<file path="config.mk">
export PLATFORM = sky130hd
export DESIGN_NAME = v86_mode_ctl
export DESIGN_NICKNAME = d
export VERILOG_FILES = /design/src/rtl/v86_pkg.sv /design/src/rtl/v86_insn_check.sv /design/src/rtl/v86_gate_check.sv /design/src/rtl/v86_addr_gen.sv /design/src/rtl/v86_mode_ctl.sv
export SDC_FILE = /design/constraint.sdc
export NUM_CORES = 1
export LEC_CHECK = 0
export BUFFER_PORTS_ARGS = -buffer_cell sky130_fd_sc_hd__buf_4
export CAP_MARGIN = 20
export CORE_MARGIN = 4
export CORE_UTILIZATION = 31
export CTS_CLUSTER_SIZE = 12
export DETAILED_ROUTE_END_ITERATION = 6
export PLACE_DENSITY_LB_ADDON = 0.1
export SYNTH_ARGS = -nofsm -noshare
export SYNTH_HDL_FRONTEND = slang
export SYNTH_SLANG_ARGS = --single-unit
</file>
<file path="constraint.sdc">
create_clock -name clk -period 2.85 [get_ports clk]
set_input_delay 0.285 -clock clk [delete_from_list [all_inputs] [get_ports clk]]
set_output_delay 0.285 -clock clk [all_outputs]
set_load 0.03 [all_outputs]
</file>
<file path="src/rtl/v86_pkg.sv">
package v86_pkg;

    typedef enum logic [3:0] {
        IC_OTHER = 4'd0,
        IC_CLI   = 4'd1,
        IC_STI   = 4'd2,
        IC_PUSHF = 4'd3,
        IC_POPF  = 4'd4,
        IC_INTN  = 4'd5,
        IC_IRET  = 4'd6,
        IC_INT3  = 4'd7,
        IC_INTO  = 4'd8,
        IC_BOUND = 4'd9,
        IC_PRIV  = 4'd10
    } insn_class_e;

    typedef enum logic [1:0] {
        FS_POPF   = 2'd0,
        FS_IRET   = 2'd1,
        FS_TASKSW = 2'd2,
        FS_NONE   = 2'd3
    } flag_src_e;

    typedef enum logic [1:0] {
        GK_TRAP32 = 2'd0,
        GK_INT32  = 2'd1,
        GK_TSS32  = 2'd2,
        GK_OTHER  = 2'd3
    } gate_kind_e;

    typedef enum logic {
        ST_NATIVE = 1'b0,
        ST_V86    = 1'b1
    } vm_state_e;

    localparam logic [1:0] RING0 = 2'd0;
    localparam logic [1:0] RING3 = 2'd3;

endpackage

</file>
<file path="src/rtl/v86_insn_check.sv">
module v86_insn_check
    import v86_pkg::*;
(
    input  logic        in_v86,
    input  logic        retire_valid,
    input  insn_class_e cls,
    input  logic [1:0]  iopl,
    output logic        fault
);
    logic sensitive;
    logic privileged;

    // Sensitive set differs from protected mode; INT3/INTO/BOUND excluded.
    always_comb begin
        sensitive  = 1'b0;
        privileged = 1'b0;
        case (cls)
            IC_CLI, IC_STI, IC_PUSHF, IC_POPF, IC_INTN, IC_IRET: sensitive = 1'b1;
            IC_PRIV:                                             privileged = 1'b1;
            default:                                             ;
        endcase
        fault = in_v86 && retire_valid &&
                (privileged || (sensitive && (iopl != RING3)));
    end

endmodule

</file>
<file path="src/rtl/v86_gate_check.sv">
module v86_gate_check
    import v86_pkg::*;
(
    input  gate_kind_e kind,
    input  logic       conforming,
    input  logic [1:0] dpl,
    output logic       legal
);
    logic via_gate;

    always_comb begin
        via_gate = (kind == GK_TRAP32) || (kind == GK_INT32);
        legal    = (kind == GK_TSS32) ||
                   (via_gate && !conforming && (dpl == RING0));
    end

endmodule

</file>
<file path="src/rtl/v86_addr_gen.sv">
module v86_addr_gen #(
    parameter int SEG_W = 16,
    parameter int OFF_W = 16,
    parameter int LIN_W = 21
) (
    input  logic             en,
    input  logic [SEG_W-1:0] seg,
    input  logic [OFF_W-1:0] off,
    output logic [LIN_W-1:0] lin
);
    localparam int SHIFT = 4;

    logic [LIN_W-1:0] seg_x;
    logic [LIN_W-1:0] off_x;

    always_comb begin
        seg_x = LIN_W'({seg, {SHIFT{1'b0}}});
        off_x = LIN_W'(off);
        lin   = en ? (seg_x + off_x) : '0;
    end

endmodule

</file>
<file path="src/rtl/v86_mode_ctl.sv">
module v86_mode_ctl
    import v86_pkg::*;
#(
    parameter  int SEG_W = 16,
    parameter  int OFF_W = 16,
    localparam int LIN_W = (((SEG_W + 4) > OFF_W) ? (SEG_W + 4) : OFF_W) + 1
) (
    input  logic             clk,
    input  logic             rst_n,
    input  logic             retire_valid,
    input  logic [3:0]       retire_class,
    input  logic [1:0]       cpl,
    input  logic [1:0]       iopl,
    input  logic             flag_load,
    input  logic [1:0]       flag_src,
    input  logic             flag_img_vm,
    input  logic             evt_valid,
    input  logic [1:0]       gate_kind,
    input  logic             tgt_conforming,
    input  logic [1:0]       tgt_dpl,
    input  logic [SEG_W-1:0] seg_val,
    input  logic [OFF_W-1:0] seg_off,
    output logic             vm_flag,
    output logic             gp_fault,
    output logic [1:0]       eff_cpl,
    output logic [LIN_W-1:0] lin_addr
);
    vm_state_e state_q;
    vm_state_e state_d;
    logic      in_v86;
    logic      insn_fault;
    logic      gate_ok;
    logic      gate_fault;
    logic      enter_iret;
    logic      enter_tasksw;
    logic      gp_q;

    assign in_v86 = (state_q == ST_V86);

    v86_insn_check u_insn (
        .in_v86       (in_v86),
        .retire_valid (retire_valid),
        .cls          (insn_class_e'(retire_class)),
        .iopl         (iopl),
        .fault        (insn_fault)
    );

    v86_gate_check u_gate (
        .kind       (gate_kind_e'(gate_kind)),
        .conforming (tgt_conforming),
        .dpl        (tgt_dpl),
        .legal      (gate_ok)
    );

    v86_addr_gen #(
        .SEG_W (SEG_W),
        .OFF_W (OFF_W),
        .LIN_W (LIN_W)
    ) u_addr (
        .en  (in_v86),
        .seg (seg_val),
        .off (seg_off),
        .lin (lin_addr)
    );

    // Transition conditions
    always_comb begin
        enter_iret   = flag_load && (flag_src_e'(flag_src) == FS_IRET) &&
                       (cpl == RING0) && flag_img_vm;
        enter_tasksw = flag_load && (flag_src_e'(flag_src) == FS_TASKSW) &&
                       flag_img_vm;
    end

    // Next-state logic
    always_comb begin
        state_d    = state_q;
        gate_fault = 1'b0;
        unique case (state_q)
            ST_NATIVE: begin
                if (enter_iret || enter_tasksw) begin
                    state_d = ST_V86;
                end
            end
            ST_V86: begin
                if (evt_valid) begin
                    if (gate_ok) begin
                        state_d = ST_NATIVE;   // EXIT_GATE
                    end else begin
                        gate_fault = 1'b1;
                    end
                end
            end
        endcase
    end

    // State register
    always_ff @(posedge clk) begin
        if (!rst_n) begin
            state_q <= ST_NATIVE;
        end else begin
            state_q <= state_d;
        end
    end

    // Registered outputs
    always_ff @(posedge clk) begin
        if (!rst_n) begin
            gp_q <= 1'b0;
        end else begin
            gp_q <= insn_fault || gate_fault;
        end
    end

    assign vm_flag  = in_v86;
    assign gp_fault = gp_q;
    assign eff_cpl  = in_v86 ? RING3 : cpl;

endmodule

</file>
==> reports/qor.yml <==
outcome:
  outcome: "finished, final reports clean"
synth:
  ys_warn_count: 0
  synthTopCellsByArea: "ha_1 (15%), mux2i_1 (6.0%), nand2_1 (6.0%)"
  yosysUniqueCellTypes: 46
  ys_seq_area_share_pct: 3.99
  yosys.area.top_type: "ha_1"
  synth_cells: 142
  synth_seq_cells: 2
  async_reset_ff_share_pct: 0
  synth_most_common_cell: "nand2_1"
  netlist.area_leader.share_pct: 14.9
  syn-num-nets: 208
  ys.flop_type: "dfxtp_1"
  synth_edf_count: 0
  synthTopCellsByCount: "nand2_1 (16), nor2_1 (13), ha_1 (12), a21oi_1 (11), a21o_1 (7)"
  synth.cell_area_um2: 1000
  postSynthAreaPerCell_um2: 7.08
die:
  dieArea_um2: 4220
  pin_count: 78
  die_height_um: 64.9
  row_count: 20
  initial_utilization_pct: 32.6
  die_w_um: 64.9
  fp.coreArea_um2: 3080
worst_setup_path:
  arrival_ns: 2.16
  ff2ff_setup_slack_ns: 1.89
  r2r_cells: 3
  path_class: "input port to output port"
  rr_endpoint: "vm_flag$_SDFF_PN0_"
  path_cells: "buf_4 -> ha_1 -> a21oi_1 -> nor2_1 -> o311ai_0 -> a21oi_1 -> nor3b_1 -> buf_4"
  cp.required_ns: 2.57
  critPathCaptureType: "output port"
  slowest_stage: "o311ai_0"
  cp_max_fo: 3
  r2r-start: "vm_flag$_SDFF_PN0_"
  slowest_delay_ns: 0.52
  startpoint_type: "input port"
power:
  p_leak_uw: 0.000840
  seq_power_share_pct: 8.3
  p_comb_share_pct: 73.6
  ir_drop_mv: 0.138
  switching_share_pct: 41.7
  pwr_density_cell_nw_per_um2: 217
  switchingPower_uw: 148
  internal_power_uw: 207
  pwr-share-clk_pct: 18.1
worst_hold_path:
  worst_hold_path.endpoint: "gp_fault$_SDFF_PN0_"
  holdCritStartpoint: "evt_valid"
  holdPathStages: 3
  hp-class: "input port to register"
sta:
  final.setup.tns_ns: 0
  rsz0062_at_grt: "no"
  hold_viol_final: 0
  post-route-period-util_pct: 85.8
  maxSlewHeadroom_pct: 64.3
  slew_viol_final: 0
  fmax_ghz: 0.409
  period_minus_slack_ns: 2.44
  final.setup_skew_ns: 0.00203
  tightest_slew_ns: 0.529
  finalSetupViolations: 0
detailed_routing:
  dr.first_iter.drc_count: 31
  drcViolationCount: 0
  wl_per_cell_um: 12.6
  antenna_left: 0
  wirelength_mm: 3.31
  drt-vias-per-instance: 4.85
  drtPass1Iterations: 3
  via_count: 1272
place:
  gp_congestion: 0.740
  dp_hpwl_mm: 2.89
  io_buffers: 77
  dpl_cell_area_um2: 1610
clock_network:
  cts_buffer_depth: 2
  path_clk_slew_ns: 0.03
  cts_setup_buffers: 0
  htreeDepth: 1
  clock-sinks: 2
  cts_tree: "yes"
  cts_resized: 0
  hold_buffers: 0
  cts_root_buf: "clkbuf_4"
  cts_buffers: 3
  clock_latency_ns: 0.23
layout:
  area_growth_syn_to_layout_pct: 62.8
  nets: 286
  design_area_um2: 1640
  drive_above_1_share_pct: 41.7
  multi_input_comb_area_um2: 906
  fill_cells: 322
  antennaDiodeCount: 0
  regArea_um2: 40.0
global_route:
  grt_max_degree: 24
  grt_use_total_pct: 16.3
  grt_pass1_vias: 1330
  antenna_found_initial: 0
  grt.overflow.total: 0
  grt_pass1_wl_mm: 5.58
flow_run:
  cap_viol_max_count: 0
[worst max-delay path by stage]
stage | startpoint | slack [ns] | depth (start not counted) | endpoint
final | seg_val[1] | 0.41 | 8 | lin_addr[13]
after global routing | seg_val[3] | 0.18 | 8 | lin_addr[13]
after CTS | seg_val[1] | 0.36 | 8 | lin_addr[13]
after detailed placement | seg_val[1] | 0.39 | 8 | lin_addr[13]
after global placement | seg_val[1] | 0.43 | 8 | lin_addr[13]
after floorplan | seg_val[0] | 0.29 | 8 | lin_addr[20]
[layout by cell type (no fill, tap or decap), types with 5 or more instances in the layout]
cell and instances:
inv_1 6, nand2_1 16, mux2i_1 6, buf_4 78, and2_1 5, ha_1 12
nand2b_1 6, nor2_1 13, a21o_1 7, a21oi_1 11
[kinds of logic (layout without fill, tap and decap cells)]
group           Yosys count  count (layout)  synth area share [%]
simple gates             64              64                  33.1
flops                     2               2                  3.99
xor+xnor                  5               5                  4.36
compound gates           40              40                  29.8
mux                       6               6                  5.98
fa+ha+maj                13              13                  16.9
buf+inv                  12              88                  5.85
[layout make-up]
cell class	count	share of cell area, %
flip-flops and latches	2	2.45
repair buffers	78	35.8
inverters	7	1.61
well taps	44	3.37
clock buffers	3	1.38
multi-input cells	128	55.4
[routing by layer]
layer | part of all wire (%) | global-route usage (%)
met1 | 39 | 17.7
met2 | 55 | 31.0
met3 | 6.1 | 3.29
met4 | 0 | 5.54
met5 | 0 | 0
[critical path: cells and delay by family]
| kind | cells | cell delay [ns] |
|---|---|---|
| AOI/OAI and AO/OA | 3 | 0.91 |
| adders and majority gates | 1 | 0.27 |
| buffers and inverters | 2 | 0.32 |
| and+or+nand+nor | 2 | 0.37 |
[flip-flops by register name, indices dropped and copies added, names as in the netlist]
| signal | count |
|---|---|
| gp_fault | 1 |
| vm_flag | 1 |
[through the flow]
step	worst slack [ns]	cells	hold WS, ns	utilization [%]	total power, µW
global placement	0.433	259	0.521	52.4	285
global route	0.185	262	0.317	53.1	386
CTS	0.364	262	0.297	53.1	362
detailed placement	0.389	259	0.536	52.4	292
finish	0.405	262	0.304	53.1	355
floorplan	0.287	142	0.412	-	194
[power by group through the flow]
stage | registers (µW) | clock network (µW) | logic, µW
3_3_place_gp | 29.7 | 0 | 256
5_1_grt | 29.5 | 68.6 | 287
2_1_floorplan | 31.7 | 0 | 162
4_1_cts | 29.4 | 68.9 | 263
3_5_place_dp | 29.8 | 0 | 263
6_report | 29.4 | 64.4 | 261
Note: power is estimated with default switching activity, not from simulation.
